<file path="config.mk">
export PLATFORM = sky130hd
export DESIGN_NAME = interval_timer
export DESIGN_NICKNAME = d
export VERILOG_FILES = /design/src/rtl/itmr_pkg.sv /design/src/rtl/itmr_prescaler.sv /design/src/rtl/itmr_counter.sv /design/src/rtl/interval_timer.sv
export SDC_FILE = /design/constraint.sdc
export NUM_CORES = 1
export LEC_CHECK = 0
export ABC_AREA = 1
export ABC_CLOCK_PERIOD_IN_PS = 2700
export BUFFER_PORTS_ARGS = -buffer_cell sky130_fd_sc_hd__buf_4
export CAP_MARGIN = 20
export CORE_MARGIN = 3
export CORE_UTILIZATION = 45
export CTS_BUF_LIST = sky130_fd_sc_hd__clkbuf_8 sky130_fd_sc_hd__clkbuf_16
export DETAILED_ROUTE_END_ITERATION = 7
export GPL_ROUTABILITY_DRIVEN = 0
export GPL_TIMING_DRIVEN = 0
export SLEW_MARGIN = 20
export SYNTH_ARGS = -nofsm -noshare
export SYNTH_HDL_FRONTEND = slang
export SYNTH_SLANG_ARGS = --single-unit
</file>
<file path="constraint.sdc">
create_clock -name clk -period 2.7 [get_ports clk]
set_input_delay 0.54 -clock clk [delete_from_list [all_inputs] [get_ports clk]]
set_output_delay 0.54 -clock clk [all_outputs]
set_load 0.02 [all_outputs]
</file>
<file path="src/rtl/itmr_pkg.sv">
package itmr_pkg;
    typedef enum logic [1:0] {
        MODE_ONESHOT    = 2'b00,
        MODE_PERIODIC   = 2'b01,
        MODE_TOGGLE     = 2'b10,
        MODE_CONTINUOUS = 2'b11
    } tmode_e;

    typedef enum logic {
        ST_IDLE  = 1'b0,
        ST_COUNT = 1'b1
    } tstate_e;

    localparam logic [1:0] ADDR_CTRL   = 2'd0;
    localparam logic [1:0] ADDR_CMP    = 2'd1;
    localparam logic [1:0] ADDR_STATUS = 2'd2;
    localparam logic [1:0] ADDR_DATA   = 2'd3;
endpackage

</file>
<file path="src/rtl/itmr_prescaler.sv">
module itmr_prescaler #(
    parameter int PRE_W = 8
) (
    input  logic             clk,
    input  logic             rst_n,
    input  logic             en,
    input  logic             clear,
    input  logic [PRE_W-1:0] limit,
    output logic             tick
);
    logic [PRE_W-1:0] pre_cnt;

    assign tick = en && !clear && (pre_cnt >= limit);

    always_ff @(posedge clk or negedge rst_n) begin
        if (!rst_n)      pre_cnt <= '0;
        else if (clear)  pre_cnt <= '0;
        else if (tick)   pre_cnt <= '0;
        else if (en)     pre_cnt <= pre_cnt + 1'b1;
    end

    // after a tick the divider restarts its interval
    assert_tick_restart_R1: assert property (@(posedge clk) disable iff (!rst_n)
        tick |=> pre_cnt == '0);
    // a stopped divider keeps its value
    assert_freeze_R14: assert property (@(posedge clk) disable iff (!rst_n)
        (!en && !clear) |=> $stable(pre_cnt));
endmodule

</file>
<file path="src/rtl/itmr_counter.sv">
module itmr_counter
    import itmr_pkg::*;
#(
    parameter int CNT_W = 24
) (
    input  logic             clk,
    input  logic             rst_n,
    input  logic             tick,
    input  logic             clear,
    input  tmode_e           mode,
    input  logic [CNT_W-1:0] cmp,
    output logic [CNT_W-1:0] count,
    output logic             hit
);
    logic [CNT_W-1:0] next_cnt;

    assign next_cnt = count + 1'b1;
    assign hit      = tick && !clear && (next_cnt == cmp);

    always_ff @(posedge clk or negedge rst_n) begin
        if (!rst_n)        count <= '0;
        else if (clear)    count <= '0;
        else if (tick) begin
            if (hit && mode != MODE_CONTINUOUS) count <= '0;
            else                                count <= next_cnt;
        end
    end

    // a match outside continuous mode reloads the counter
    assert_reload_R2: assert property (@(posedge clk) disable iff (!rst_n)
        (hit && mode != MODE_CONTINUOUS) |=> count == '0);
    // continuous mode counts through the match
    assert_no_reload_R12: assert property (@(posedge clk) disable iff (!rst_n)
        (hit && mode == MODE_CONTINUOUS) |=> count == $past(next_cnt));
    // no tick and no clear means no movement
    assert_hold_R14: assert property (@(posedge clk) disable iff (!rst_n)
        (!tick && !clear) |=> $stable(count));
endmodule

</file>
<file path="src/rtl/interval_timer.sv">
module interval_timer
    import itmr_pkg::*;
#(
    parameter int PRE_W  = 8,
    parameter int CNT_W  = 24,
    parameter int DATA_W = 32
) (
    input  logic              clk,
    input  logic              rst_n,
    input  logic              wr_en,
    input  logic [1:0]        wr_addr,
    input  logic [DATA_W-1:0] wr_data,
    input  logic [1:0]        rd_addr,
    output logic [DATA_W-1:0] rd_data,
    output logic              irq,
    output logic              wake_req,
    output logic              tgl_out
);
    localparam int B_RUN   = PRE_W;
    localparam int B_IE    = PRE_W + 1;
    localparam int B_WAKE  = PRE_W + 2;
    localparam int B_MODE  = PRE_W + 3;
    localparam int B_KEEP  = PRE_W + 5;
    localparam int B_LOAD  = PRE_W + 6;
    localparam int B_SRST  = PRE_W + 7;
    localparam int B_ACT   = PRE_W + 8;
    localparam logic [CNT_W-1:0] CMP_MIN = CNT_W'(2);

    tstate_e          state_q, state_d;
    logic [PRE_W-1:0] presc_q;
    logic             ie_q, wake_en_q, keep_q, load_q;
    tmode_e           mode_q;
    logic [CNT_W-1:0] cmp_q, cmp_new, count, data_q;
    logic             match_q, wakef_q, tgl_q;
    logic             active, ctrl_wr, cmp_wr, st_wr, soft_rst, cmp_restart;
    logic             clr, tick, hit;

    assign active   = (state_q == ST_COUNT);
    assign ctrl_wr  = wr_en && (wr_addr == ADDR_CTRL);
    assign cmp_wr   = wr_en && (wr_addr == ADDR_CMP);
    assign st_wr    = wr_en && (wr_addr == ADDR_STATUS);
    assign soft_rst = ctrl_wr && wr_data[B_SRST] && active;
    assign cmp_new  = (wr_data[CNT_W-1:0] < CMP_MIN) ? CMP_MIN : wr_data[CNT_W-1:0];
    assign cmp_restart = cmp_wr
                       && (mode_q == MODE_ONESHOT || mode_q == MODE_PERIODIC)
                       && (!keep_q || cmp_new <= count);
    assign clr      = soft_rst || cmp_restart;

    itmr_prescaler #(.PRE_W(PRE_W)) u_pre (
        .clk(clk), .rst_n(rst_n), .en(active), .clear(clr),
        .limit(presc_q), .tick(tick)
    );

    itmr_counter #(.CNT_W(CNT_W)) u_cnt (
        .clk(clk), .rst_n(rst_n), .tick(tick), .clear(clr),
        .mode(mode_q), .cmp(cmp_q), .count(count), .hit(hit)
    );

    // next-state logic
    always_comb begin
        state_d = state_q;
        unique case (state_q)
            ST_IDLE: begin
                if (ctrl_wr && wr_data[B_RUN]) state_d = ST_COUNT;           // start
            end
            ST_COUNT: begin
                if (soft_rst)                              state_d = ST_IDLE; // soft reset
                else if (ctrl_wr && !wr_data[B_RUN])       state_d = ST_IDLE; // pause
                else if (!ctrl_wr && hit && mode_q == MODE_ONESHOT)
                                                           state_d = ST_IDLE; // one-shot end
            end
            default: state_d = ST_IDLE;
        endcase
    end

    // state register
    always_ff @(posedge clk or negedge rst_n) begin
        if (!rst_n) state_q <= ST_IDLE;
        else        state_q <= state_d;
    end

    // output and register process
    always_ff @(posedge clk or negedge rst_n) begin
        if (!rst_n) begin
            presc_q   <= '0;
            ie_q      <= 1'b0;
            wake_en_q <= 1'b0;
            mode_q    <= MODE_ONESHOT;
            keep_q    <= 1'b0;
            load_q    <= 1'b0;
            cmp_q     <= CMP_MIN;
            match_q   <= 1'b0;
            wakef_q   <= 1'b0;
            tgl_q     <= 1'b0;
            data_q    <= '0;
        end else begin
            if (ctrl_wr) begin
                presc_q   <= wr_data[PRE_W-1:0];
                ie_q      <= wr_data[B_IE];
                wake_en_q <= wr_data[B_WAKE];
                mode_q    <= tmode_e'(wr_data[B_MODE +: 2]);
                keep_q    <= wr_data[B_KEEP];
                load_q    <= wr_data[B_LOAD];
            end
            if (cmp_wr) cmp_q <= cmp_new;
            match_q <= (match_q && !(st_wr && wr_data[0])) || hit;
            wakef_q <= (wakef_q && !(st_wr && wr_data[1])) || (hit && wake_en_q);
            if (hit && mode_q == MODE_TOGGLE) tgl_q <= !tgl_q;
            if (load_q) data_q <= count;
        end
    end

    assign irq      = match_q && ie_q;
    assign wake_req = wakef_q;
    assign tgl_out  = tgl_q;

    always_comb begin
        rd_data = '0;
        unique case (rd_addr)
            ADDR_CTRL: begin
                rd_data[PRE_W-1:0]     = presc_q;
                rd_data[B_RUN]         = active;
                rd_data[B_IE]          = ie_q;
                rd_data[B_WAKE]        = wake_en_q;
                rd_data[B_MODE +: 2]   = mode_q;
                rd_data[B_KEEP]        = keep_q;
                rd_data[B_LOAD]        = load_q;
                rd_data[B_ACT]         = active;
            end
            ADDR_CMP:    rd_data[CNT_W-1:0] = cmp_q;
            ADDR_STATUS: rd_data[1:0]       = {wakef_q, match_q};
            default:     rd_data[CNT_W-1:0] = data_q;
        endcase
    end

    // an enabled match raises the interrupt on the next cycle
    assert_irq_on_match_R4: assert property (@(posedge clk) disable iff (!rst_n)
        (hit && ie_q && !ctrl_wr) |=> irq);
    // an enabled match raises the wake request
    assert_wake_on_match_R9: assert property (@(posedge clk) disable iff (!rst_n)
        (hit && wake_en_q) |=> wake_req);
    // one-shot match stops the timer
    assert_oneshot_stop_R10: assert property (@(posedge clk) disable iff (!rst_n)
        (hit && mode_q == MODE_ONESHOT && !ctrl_wr) |=> !active);
    // a written compare value is never below the minimum
    assert_cmp_clamp_R13: assert property (@(posedge clk) disable iff (!rst_n)
        cmp_wr |=> cmp_q >= CMP_MIN);
    // soft reset while active leaves the timer idle
    assert_soft_reset_R5: assert property (@(posedge clk) disable iff (!rst_n)
        soft_rst |=> (!active && count == '0));
endmodule

</file>
After elaboration in Yosys (flattened, before gate mapping)
Cells that the tools add are included.
{"block": "word_totals", "regBits": 98}
{"block": "classes", "addsub": 2, "magnitude_cmp": 3, "n_eq_ne": 8, "mux": 17, "bitwise": 1, "n_reduce_logical": 41}
{"cell": "two-way mux 24 bit", "count": 4}
{"cell": "one-hot mux 13 bit (3 select lines)", "count": 1}
{"cell": "adder 24 x 1 -> 24 bit, second input constant", "count": 1}
{"cell": "equality test 24 bit", "count": 1}
{"cell": "less-or-equal comparator 24 bit", "count": 1}
{"cell": "less-than comparator 24 x 2 -> 1 bit, second input constant", "count": 1}
{"cell": "two-way mux 8 bit", "count": 3}
{"cell": "logical AND 1 bit", "count": 23}
{"cell": "one-hot mux 7 bit (2 select lines)", "count": 1}
{"cell": "adder 8 x 1 -> 8 bit, second input constant", "count": 1}
{"cell": "greater-or-equal comparator 8 bit", "count": 1}
{"cell": "zero test 1 bit", "count": 7}
{"cell": "equality test 2 x 1 -> 1 bit, second input constant", "count": 3}
{"cell": "equality test 2 bit, second input constant", "count": 3}
{"cell": "zero test 2 bit", "count": 3}
{"cell": "one-hot mux 2 bit (3 select lines)", "count": 1}
{"cell": "logical OR 1 bit", "count": 5}
{"cell": "two-way mux 1 bit", "count": 4}
{"cell": "one-hot mux 1 bit (2 select lines)", "count": 2}
{"cell": "one-hot mux 1 bit (3 select lines)", "count": 1}
{"cell": "nonzero test 3 bit", "count": 1}
{"cell": "!= test 2 bit, second input constant", "count": 1}
{"cell": "nonzero test 2 bit", "count": 1}
{"cell": "OR reduction 2 bit", "count": 1}
{"cell": "NOT 1 bit", "count": 1}

Longest topological paths before layout
Gate-level depths: netlist of run 1.
{"block": "depth", "ltp_word": 17, "depth_mapped": 22}

By module
From an unflattened synthesis of run 1, not the netlist that was laid out.
{"block": "hier_totals", "cells_unflattened": 1038, "area_unflattened_um2": 7084.3}
{"module": "interval_timer", "n_inst": 1, "cells_each": 510, "area_per_inst_um2": 3854.9, "seq_area_each_um2": 1652.8}
{"module": "itmr_counter", "n_inst": 1, "cells_each": 422, "area_per_inst_um2": 2528.7, "seq_area_each_um2": 600.6}
{"module": "itmr_prescaler", "n_inst": 1, "cells_each": 106, "area_per_inst_um2": 700.7, "seq_area_each_um2": 200.2}

Worst setup path before layout of run 1
No wires, ideal clock.
{"block": "synth_path", "path_kind": "input port to flip-flop", "startpoint": "input wr_data[20]", "endpoint": "register u_cnt.count[10]", "arrival_ps": 2713, "required_ps": 2573, "path_slack_ps": -140, "cell_stages": 22, "path_cell_list": "inv_1 -> nand4_1 -> nor4_1 -> nand3_1 -> nand2_1 -> ha_1 -> inv_1 -> o21bai_1 -> nand2_1 -> nand2_1 -> nand2_1 -> nand2_1 -> nand2_1 -> nand3_1 -> nand2_1 -> nand2_1 -> nand2_1 -> nor2_4 -> nor2_1 -> inv_2 -> buf_2 -> o22ai_2"}
{"block": "synth_between", "elab_chain_len": 15, "elab_cells_between_ends": 16, "cone_classes": "order compare: 2; mux: 4; reduce/logical: 10"}
{"item": "start, declared", "line": "interval_timer.sv:12", "rtl": "input logic [DATA_W-1:0] wr_data,"}
{"item": "less-than comparator 24 x 2 -> 1 bit (*)", "line": "interval_timer.sv:43", "rtl": "assign cmp_new = (wr_data[CNT_W-1:0] < CMP_MIN) ? CMP_MIN : wr_data[CNT_W-1:0];"}
{"item": "two-way mux 24 bit (*)", "line": "interval_timer.sv:43"}
{"item": "named net cmp_new[1]", "line": "interval_timer.sv:33", "rtl": "logic [CNT_W-1:0] cmp_q, cmp_new, count, data_q;"}
{"item": "less-or-equal comparator 24 bit (*)", "line": "interval_timer.sv:46", "rtl": "&& (!keep_q || cmp_new <= count);"}
{"item": "logical OR 1 bit (*)", "line": "interval_timer.sv:46"}
{"item": "logical AND 1 bit (*)", "line": "interval_timer.sv:46"}
{"item": "logical OR 1 bit (*)", "line": "interval_timer.sv:47", "rtl": "assign clr = soft_rst || cmp_restart;"}
{"item": "zero test 1 bit", "line": "itmr_prescaler.sv:13, itmr_counter.sv:18"}
{"item": "logical AND 1 bit (2 in series)", "line": "itmr_prescaler.sv:13", "rtl": "assign tick = en && !clear && (pre_cnt >= limit);"}
{"item": "logical AND 1 bit (2 in series)", "line": "itmr_counter.sv:18", "rtl": "assign hit = tick && !clear && (next_cnt == cmp);"}
{"item": "logical AND 1 bit", "line": "itmr_counter.sv:24", "rtl": "if (hit && mode != MODE_CONTINUOUS) count <= '0;"}
{"item": "two-way mux 24 bit", "line": "itmr_counter.sv:24"}
{"item": "two-way mux 24 bit", "line": "itmr_counter.sv:23", "rtl": "else if (tick) begin"}
{"item": "two-way mux 24 bit", "line": "itmr_counter.sv:22", "rtl": "else if (clear) count <= '0;"}
{"item": "end signal, assigned", "line": "itmr_counter.sv:25", "rtl": "else count <= next_cnt;"}
{"item": "end, declared", "line": "itmr_counter.sv:12", "rtl": "output logic [CNT_W-1:0] count,"}
The timed path passes the listed nets; every way through them passes the cells marked *. The select of a mux whose other input is x is not followed.
A chain may end at the register's enable or synchronous reset.

Worst setup path after layout of run 1
{"block": "layout_path", "startpoint": "input wr_data[20]", "endpoint": "register u_cnt.count[11]"}
The elaborated chain is that of the path after synthesis.

==> flow_metrics.tcl, run 1 <==
set metrics [dict create \
    status "finished, violations left" \
    violations "setup timing" \
    maxSlewViolCount 0 \
    critPathRequiredTime_ns 2.94 \
    finalWorstSetupSlack_ns -0.307 \
    vias 6495 \
    clkSinkCount 98 \
    fin_skew_ns 0.00609 \
    cts_tree "yes" \
    crit_path_max_incr_delay_ns 0.40 \
    clock_latency_ns 0.35 \
    ant_nets 0 \
    finalCritPeriodShare_pct 111 \
    grt-ovfl-total 0 \
    start_util_pct 46.8 \
    globalRouteTotalUtil_pct 28.4 \
    viasPerCell 5.38 \
    drt-initial-drc-count 685 \
    path_clk_slew_ns 0.07 \
    antenna_found_initial 0 \
    finalNonFillerCells 1207 \
    tightest_slew_ns 0.941 \
    yosysWarnings 0 \
    dp_worst_setup_slack_ns -1.37 \
    routedWlPerCell_um 18.6 \
    grt_max_degree 99 \
    num_io_pins 74 \
    ys_seq_area_share_pct 37.0 \
    grt_setup_unrepaired "true" \
    max-slew-margin-rel_pct 37.3 \
    fin_util_pct 59.4 \
    netlist_instances 884 \
    ys_types 46 \
    portBuffers 57 \
    clk_path_buf_depth 2 \
    fmax_ghz 0.333 \
    dpl_cell_area_mm2 0.00732 \
    numCtsBuffers 9 \
    finalHoldViolCount 0 \
    post-route-min-period_ns 3.01 \
    grt_pass1_wl_mm 35.2 \
    avgSynthCellArea_um2 7.50 \
    root_buffer "clkbuf_16" \
    num_antenna_cells 0 \
    rows 43 \
    hpwlAfterDp_mm 16.0 \
    hold_class "in2async" \
    coreArea_mm2 0.0141 \
    hold_ws_ns 0.284 \
    synth_top_area_share_pct 36.6 \
    setup.worst_path.end_class "flip-flop" \
    powerDensity_mw_per_mm2 637 \
    synth-seq-cells 98 \
    cp.arrival_ns 3.24 \
    drc 0 \
    netlist_area_mm2 0.00663 \
    async_reset_ff_share_pct 100 \
    crit_top_cell "nand2_2" \
    setup_viol 34 \
    routed_wl_mm 22.4 \
    die_w_um 127 \
    dp_cells 1128 \
    finalInstanceArea_mm2 0.00840 \
    fp.dieH_um 127 \
    path_class "in2reg" \
    grt_pass1_vias 6404 \
    slowest_stage "nor4_4" \
    synth_area_leaders "dfrtp_1 (37%), nand2_1 (13%), inv_1 (7.1%)" \
    synthFlopType "dfrtp_1" \
    drive_gt1_share_pct 24.2 \
    synth_edf_count 0 \
    yosysTopAreaCell "dfrtp_1" \
    h-tree-depth 3 \
    critPathMaxFanout 5 \
    crit_path_start_kind "input port" \
    layout.nets 1095 \
    fill_cells 1298 \
    drv_cap 0 \
    p_leak_nw 4.00 \
    ir_drop_v 0.000405 \
    dr.pass1.iters 5 \
    syn2layout_area_growth_pct 26.8 \
    dieArea_mm2 0.0162 \
]
-- synthesized netlist by cell type (2+ instances only) --
cell type,instances
o21ai_0,67
nor2_2,3
buf_12,2
nand2_1,225
o21a_1,2
inv_1,125
a32oi_1,2
xnor2_1,2
dfrtp_1,97
nand3_1,66
ha_1,34
nand3_2,2
o21ai_1,4
nand2_2,9
nor2_8,4
nor3_1,6
nor2_1,52
o22ai_2,20
xor2_1,6
o221ai_1,14
buf_1,2
buf_4,9
inv_2,5
nor4_1,2
clkbuf_1,40
nor2_4,8
o22ai_1,11
a21oi_1,30
nand4_1,18
-- worst paths after layout --
path | slack [ns] | start | endpoint | cells past startpoint
max in group asynchronous | 1.76 | rst_n | u_cnt.count[0] | 1
setup / recovery | -0.31 | wr_data[20] | u_cnt.count[11] | 25
setup reg to reg | -0.15 | u_cnt.count[1] | u_cnt.count[11] | 16
min in group clk | 0.42 | wr_data[1] | presc_q[1] | 3
hold reg to reg | 0.48 | tgl_out | tgl_out | 1
hold / removal | 0.28 | rst_n | data_q[3] | 1
-- logic make-up after synthesis --
logic type | synth area share, %
xor gates and xnor gates | 1.30
muxes | 0.170
adders and majority gates | 6.42
DFF | 37.0
other | 0.0566
buffers and inverters | 11.5
and+or+nand+nor | 28.0
AOI/OAI and AO/OA | 15.5
-- critical path, delay by kind of cell --
| kind | cells | cell delay (ns) |
|---|---|---|
| adder cells (fa/ha/maj) | 1 | 0.14 |
| AO/OA/AOI/OAI | 2 | 0.19 |
| buffers and inverters | 6 | 0.54 |
| AND/OR/NAND/NOR | 16 | 1.81 |
-- layer usage --
metal  vias to the layer above  GRT usage [%]  share of wire [%]
li1                       3152              -                  -
met1                      3052           40.1                 46
met2                       240           43.0                 44
met3                        51           4.81                6.2
met4                         0           12.1                3.5
met5                         -              0                  0
-- state kept, by name, summed over array words and instances, names as in the netlist, 2 cells and up --
name	cells
data_q	24
u_pre.pre_cnt	8
mode_q	2
presc_q	8
u_cnt.count	24
cmp_q	24
-- cell usage in the layout, fill, tap and decap left out, drive strengths merged --
| cell | instances |
|---|---|
| conb | 8 |
| nand4 | 18 |
| inv | 131 |
| ha | 34 |
| o41ai | 1 |
| a21boi | 1 |
| dfrtp | 97 |
| clkinvlp | 1 |
| a21oi | 31 |
| buf | 136 |
| nand3 | 69 |
| o2111ai | 1 |
| bufinv | 1 |
| o221ai | 14 |
| o21a | 2 |
| clkbuf | 48 |
| o22ai | 31 |
| o21ai | 72 |
| nor4 | 2 |
| nor2 | 67 |
| xnor2 | 2 |
| xor2 | 7 |
| clkinv | 4 |
| dfstp | 1 |
| nor3b | 1 |
| and2 | 1 |
| o21bai | 1 |
| mux2 | 1 |
| nor3 | 6 |
| a32oi | 2 |
| nand2 | 236 |
-- per-stage QoR --
stage	setup TNS (ns)	power, mW
2_1_floorplan	0	3.18
3_3_place_gp	-40.68	3.78
3_5_place_dp	-40.92	3.80
4_1_cts	-8.40	5.24
5_1_grt	-13.47	5.67
6_report	-8.03	5.35
-- final cells by class --
| cell class | count | area, um^2 | share of cell area (%) |
|---|---|---|---|
| Multi-Input combinational cell | 608 | 3580 | 42.6 |
| Sequential cell | 98 | 2450 | 29.2 |
| Timing Repair Buffer | 121 | 1070 | 12.7 |
| Inverter | 130 | 495 | 5.90 |
| Buffer | 54 | 293 | 3.49 |
| Clock buffer | 9 | 225 | 2.68 |
| Tap cell | 180 | 225 | 2.68 |
| Clock inverter | 7 | 61.3 | 0.730 |
-- report_power, final --
part / total [mW] / switching, mW / internal (mW) / leakage (nW)
Clock: 1.30 / 0.594 / 0.710 / 0.146
Combinational: 1.98 / 1.21 / 0.764 / 2.57
Sequential: 2.07 / 0.296 / 1.77 / 1.28
Total: 5.35 / 2.10 / 3.25 / 4.00
-- repair_timing --
item | in CTS | in global routing
setup buffers | 61 | 8
gates cloned | 2 | 0
hold endpoints to repair | 0 | 0
endpoints found under the setup margin | 36 | 42
hold buffers | 0 | 0
resized for setup | 65 | 32
pin swaps | 14 | 16
(Power assumes the default switching activity.)
==> run 2, diff against run 1 <==
SYNTH_HIERARCHICAL = 1   (was unset)
==> run 2 against run 1 <==
  * The run still ends with setup timing left
  * Clock power is 3% higher
  * Register-to-register slack worse by 0.91 ns
  * Total power is 22% lower
  * Cell area is 3.5% higher
  * Fmax is 23% lower
  * Sequential share of layout area is 0.99 points lower
  * Die area is 6.6% higher
  * Clock skew is 0.0065 ns higher
  * Critical path type unchanged
  * Critical endpoint is now u_cnt/count[16]
  * Largest power group unchanged
==> flow_metrics.tcl, run 2 <==
set metrics [dict create \
    synth_top_area_share_pct 34.3 \
    grt_max_degree 99 \
    coreArea_mm2 0.0153 \
    post-route-min-period_ns 3.89 \
    num_io_pins 74 \
    ant_nets 0 \
    yosysTopAreaCell "dfrtp_1" \
    netlist_area_mm2 0.00708 \
    p_clk_share_pct 32.2 \
    fp.dieH_um 131 \
    crit_top_cell "nand2_2" \
    hpwlAfterDp_mm 16.0 \
    ys_types 43 \
    vias 6808 \
    synthTopCellsByCount "nand2_1 (363), inv_1 (144), dfrtp_1 (97), nor2_1 (67), nand2_2 (53)" \
    p_comb_share_pct 24.8 \
    drc 0 \
    grt_pass1_wl_mm 35.6 \
    maxSlewViolCount 0 \
    drive_gt1_share_pct 22.3 \
    slowest_stage "nor4_4" \
    reg_top3 "cmp_q x24, data_q x24, u_cnt/count x24" \
    hold_class "in2async" \
    synth-seq-cells 98 \
    grt_pass1_vias 6543 \
    avgSynthCellArea_um2 6.82 \
    cts_tree "yes" \
    routedWlPerCell_um 16.2 \
    crit_path_start_kind "input port" \
    netlist_instances 1038 \
    critPathMaxFanout 5 \
    r2r_setup_slack_ns -1.06 \
    holdBufCountCts 0 \
    cp.arrival_ns 4.14 \
    root_buffer "clkbuf_16" \
    ir_drop_v 0.000430 \
    grt-ovfl-total 0 \
    dpl_cell_area_mm2 0.00784 \
    synth_area_leaders "dfrtp_1 (34%), nand2_1 (19%), inv_1 (7.6%)" \
    dr.pass1.iters 5 \
    num_antenna_cells 0 \
    viasPerCell 5.02 \
    crit_buf_inv 7 \
    synth_edf_count 0 \
    p_sw_mw 1.42 \
    setup_viol 28 \
    clkSinkCount 98 \
    internal_power_mw 2.74 \
    finalCritPeriodShare_pct 144 \
    hold_ws_ns 0.302 \
    crit_path_max_incr_delay_ns 0.31 \
    seqPwrFrac_pct 43.1 \
    rows 45 \
    powerDensity_mw_per_mm2 478 \
    tightest_slew_ns 0.935 \
    critPathRequiredTime_ns 2.94 \
    layout.nets 1213 \
    path_delay_family "simple AND/OR/NAND/NOR gates" \
    globalRouteTotalUtil_pct 26.1 \
    portBuffers 57 \
    fin_skew_ns 0.0125 \
    status "finished, violations left" \
    finalHoldViolCount 0 \
    grt_setup_unrepaired "true" \
    h-tree-depth 3 \
    fin_util_pct 56.8 \
    numCtsBuffers 9 \
    ys_seq_area_share_pct 34.6 \
    max-slew-margin-rel_pct 37.7 \
    yosysWarnings 6 \
    syn2layout_area_growth_pct 22.7 \
    die_w_um 131 \
    finalWorstSetupSlack_ns -1.19 \
    routed_wl_mm 21.9 \
    dieArea_mm2 0.0173 \
    fmax_ghz 0.257 \
    final_cell_mix "nand2_1 (347), inv_1 (141), dfrtp_1 (96), buf_4 (72), nor2_1 (60)" \
    p_leak_nw 4.20 \
    violations "setup timing" \
    async_reset_ff_share_pct 100 \
    final_common_cell "nand2_1" \
    antenna_found_initial 0 \
    drv_cap 0 \
    clk_path_buf_depth 2 \
    setup.worst_path.end_class "flip-flop" \
    start_util_pct 46.3 \
    power_mw 4.16 \
    clock_latency_ns 0.36 \
    finalInstanceArea_mm2 0.00869 \
    switching_share_pct 34.1 \
    synthFlopType "dfrtp_1" \
    path_clk_slew_ns 0.07 \
    drt-initial-drc-count 449 \
    synth.most_common_cell "nand2_1" \
    path_class "in2reg" \
]
run 2: cell count changes in the layout (fill, tap and decap cells not counted), moves of 19 or more:
cell     change
inv_1       +28
o21ai_0     -31
buf_4       -25
o22ai_2     -19
nand3_1     -21
nand2_2     +37
nand2_1    +130
run 2: kinds of logic after synthesis:
group                    share of synthesized area (%)
other                                           0.0529
AND/OR/NAND/NOR                                   36.9
AO/OA/AOI/OAI                                     9.45
buffers and inverters                             12.2
XOR/XNOR                                         0.742
flip-flops                                        34.6
adder cells (fa/ha/maj)                           6.00
run 2: worst paths after layout:
path | from | end | depth (start not counted)
max in group asynchronous | rst_n | u_cnt/count[20] | 1
setup / recovery | wr_data[22] | u_cnt/count[16] | 33
min in group clk | wr_data[22] | cmp_q[22] | 3
hold reg to reg | tgl_out | tgl_out | 1
setup reg to reg | u_cnt/count[21] | u_cnt/count[16] | 30
hold / removal | rst_n | u_pre/pre_cnt[2] | 1
run 2: worst reg2reg max path, delay by kind of cell (launching register included):
kind                     cells  cell delay [ns]
flip-flops                   1             0.50
AO/OA/AOI/OAI                1             0.07
adder cells (fa/ha/maj)      1             0.30
AND/OR/NAND/NOR             22             2.21
buffers and inverters        6             0.56
run 2: area by class of cell:
| type | instances | area (um^2) |
|---|---|---|
| Clock buffer | 10 | 239 |
| Inverter | 152 | 583 |
| Fill cell | 1573 | 6620 |
| Buffer | 52 | 303 |
| Timing Repair Buffer | 84 | 737 |
| Clock inverter | 6 | 58.8 |
| Multi-Input combinational cell | 743 | 4060 |
| Sequential cell | 98 | 2450 |
| Tap cell | 211 | 264 |
run 2: repair_timing:
action                                  in CTS  in global routing
pin swaps                                   22                 28
buffers inserted                            38                  3
gates cloned                                 2                  0
resized for setup                           62                 36
endpoints found under the setup margin      36                 39
run 2: power groups by stage:
stage                     registers, mW  clock network, mW  logic [mW]
after floorplan                    1.75                  0       0.649
after global placement             1.81                  0       0.950
after detailed placement           1.81                  0       0.961
after CTS                          1.79               1.36        1.02
after global routing               1.81               1.40        1.17
final                              1.79               1.34        1.03
run 2: metrics by stage:
stage / std cells / setup slack (ns) / TNS, ns
after global placement: 1313 / -2.16 / -58.11
after detailed placement: 1313 / -2.13 / -57.58
after floorplan: 1045 / -0.734 / -16.60
after global routing: 1356 / -1.44 / -38.54
final: 1356 / -1.19 / -30.79
after CTS: 1369 / -1.21 / -31.17
run 2: routing by layer:
layer	global-route usage (%)	part of all wire, %	up-vias
met5	0	0	-
met4	8.23	1.7	0
met3	4.25	5.2	21
met2	39.9	45	174
met1	37.8	48	3191
li1	-	-	3422
==> run 3, diff against run 2 <==
ABC_AREA = unset   (was 1)
==> run 3 against run 2 <==
  * The run still ends with setup timing left
  * Worst setup slack got worse by 0.59 ns
  * Total power increased by 21%
  * Clock-buffer cell count unchanged
  * Core utilization is 0.47 points lower
  * Flip-flop and latch count is the same
  * First-iteration DRC count increased by 7.3%
  * Critical endpoint is now u_cnt/count[14]
  * Largest cell class unchanged
  * Largest power group unchanged
==> flow_metrics.tcl, run 3 <==
set metrics [dict create \
    grt_max_degree 99 \
    critPathRequiredTime_ns 2.93 \
    ys_seq_area_share_pct 36.1 \
    antenna_found_initial 0 \
    synthFlopType "dfrtp_1" \
    path_cells "buf_8, nor4_4, nand4_1, o21bai_1, ha_1, nor2b_1, o211ai_1, a21boi_2, o31a_1, o211ai_2, buf_6, nand2b_4, nor2_4, and2b_2, o211ai_1, a211oi_2, nand4b_1, or4_4, o41ai_4, buf_6, buf_8, a21oi_4, a211o_1" \
    finalHoldViolCount 0 \
    clk_path_buf_depth 2 \
    power_mw 5.03 \
    drv_cap 0 \
    fin_skew_ns 0.0101 \
    setup.worst_path.end_class "flip-flop" \
    die_w_um 129 \
    synth-seq-cells 98 \
    critPathMaxFanout 6 \
    num_io_pins 74 \
    async_reset_ff_share_pct 100 \
    synth_edf_count 0 \
    rows 44 \
    max-slew-margin-rel_pct 36.9 \
    netlist_instances 702 \
    vias 5840 \
    globalRouteTotalUtil_pct 25.3 \
    drc 0 \
    portBuffers 55 \
    ir_drop_v 0.000314 \
    fp.dieH_um 129 \
    path_class "in2reg" \
    drt-initial-drc-count 482 \
    top_layer_used "met4" \
    powerDensity_mw_per_mm2 610 \
    grt_pass1_vias 5805 \
    finalWorstSetupSlack_ns -1.78 \
    grt_pass1_wl_mm 32.5 \
    crit_path_start_kind "input port" \
    crit_path_max_incr_delay_ns 0.45 \
    synth_area_leaders "dfrtp_1 (36%), mux2_2 (9.5%), ha_1 (6.3%)" \
    wirelength_met1_mm 8.97 \
    drive_gt1_share_pct 30.8 \
    tns_ns -46.86 \
    path_delay_family "compound AO/OA/AOI/OAI gates" \
    hold_class "in2async" \
    post-route-min-period_ns 4.48 \
    hpwlAfterDp_mm 15.0 \
    dieArea_mm2 0.0166 \
    routedWlPerCell_um 20.5 \
    start_util_pct 46.4 \
    reg2reg_to "u_cnt/count[14]" \
    cts_tree "yes" \
    ant_nets 0 \
    cp.arrival_ns 4.71 \
    clock_latency_ns 0.35 \
    maxSlewViolCount 0 \
    timing.rr.start "u_cnt/count[21]" \
    numCtsBuffers 9 \
    p_leak_nw 3.54 \
    dpl_cell_area_mm2 0.00755 \
    clkSinkCount 98 \
    finalCritPeriodShare_pct 166 \
    synthTopCellsByCount "dfrtp_1 (97), mux2_2 (57), nand2_1 (57), ha_1 (34)" \
    synth_top_area_share_pct 35.8 \
    r2r_setup_slack_ns -1.68 \
    setup_viol 36 \
    finalInstanceArea_mm2 0.00825 \
    slowest_stage "or4_4" \
    violations "setup timing" \
    fmax_ghz 0.223 \
    crit_buf_inv 4 \
    yosysTopAreaCell "dfrtp_1" \
    yosysWarnings 6 \
    final_common_cell "dfrtp_1" \
    grt-ovfl-total 0 \
    viasPerCell 5.95 \
    dr_wl_met2_mm 9.83 \
    root_buffer "clkbuf_16" \
    netlist_area_mm2 0.00679 \
    num_antenna_cells 0 \
    synth.most_common_cell "dfrtp_1" \
    tightest_slew_ns 0.947 \
    layout.nets 866 \
    dr_wl_met3_um 998 \
    routed_wl_mm 20.2 \
    dr.pass1.iters 5 \
    h-tree-depth 3 \
    status "finished, violations left" \
    syn2layout_area_growth_pct 21.5 \
    ys_types 82 \
    avgSynthCellArea_um2 9.67 \
    final_cell_mix "dfrtp_1 (93), buf_4 (69), nand2_1 (57), mux2_2 (57)" \
    r2r_cells 19 \
    grt_setup_unrepaired "true" \
    path_clk_slew_ns 0.07 \
    reg_top3 "cmp_q x24, data_q x24, u_cnt/count x24" \
    coreArea_mm2 0.0146 \
]
-- run 3: worst max path at each step --
stage / depth (start not counted) / slack, ns / start / to
6_report: 23 / -1.78 / wr_data[18] / u_cnt/count[14]
3_3_place_gp: 22 / -2.96 / wr_data[19] / u_cnt/count[8]
3_5_place_dp: 22 / -2.95 / wr_data[19] / u_cnt/count[8]
4_1_cts: 24 / -1.79 / wr_data[17] / u_cnt/count[9]
2_1_floorplan: 22 / -1.76 / wr_data[7] / u_cnt/count[14]
5_1_grt: 23 / -1.98 / wr_data[18] / u_cnt/count[14]
-- run 3: layout make-up --
type,instances,area [um^2]
plain buffers,63,319
clock buffers,10,239
clock inverters,6,88.8
fillers,1317,6400
inverters,33,124
multi-input cells,513,4150
flip-flops and latches,98,2460
well taps,184,230
repair buffers,75,632
-- run 3: report_power, final --
group / internal (mW) / leakage (nW) / total [mW] / switching [mW]
Combinational: 0.763 / 2.11 / 1.65 / 0.884
Clock: 0.840 / 0.160 / 1.44 / 0.602
Sequential: 1.67 / 1.26 / 1.94 / 0.271
Total: 3.27 / 3.54 / 5.03 / 1.76
-- run 3: logic make-up after synthesis --
logic type                 count (synthesis)  synth area share [%]
AOI/OAI and AO/OA                        129                  13.5
xor gates and xnor gates                  38                  4.90
adders and majority gates                 34                  6.27
buffers and inverters                     98                  6.47
DFF                                       98                  36.1
muxes                                     84                  13.9
other                                      1                0.0552
and+or+nand+nor                          220                  18.8
-- run 3: what timing repair did --
item / in CTS / in global routing
gates cloned: 1 / 0
setup buffers: 19 / 5
hold buffers: 0 / 0
gates resized for setup: 29 / 26
setup endpoints to repair: 30 / 36
pin swaps: 21 / 28
-- run 3: routing by layer --
layer | vias up | track usage, %
met5 | - | 0
met4 | 0 | 6.61
met3 | 31 | 3.24
met2 | 195 | 41.7
met1 | 2892 | 35.3
li1 | 2722 | -
-- run 3: stage by stage --
stage               setup slack, ns  utilization (%)  instances  hold WS (ns)
finish                        -1.78             56.3        982         0.282
global route                  -1.98             56.3        982         0.388
CTS                           -1.79             55.8        982         0.356
detailed placement            -2.95             51.6        948         0.467
global placement              -2.96             51.5        948         0.462
floorplan                     -1.76                -        709         0.244
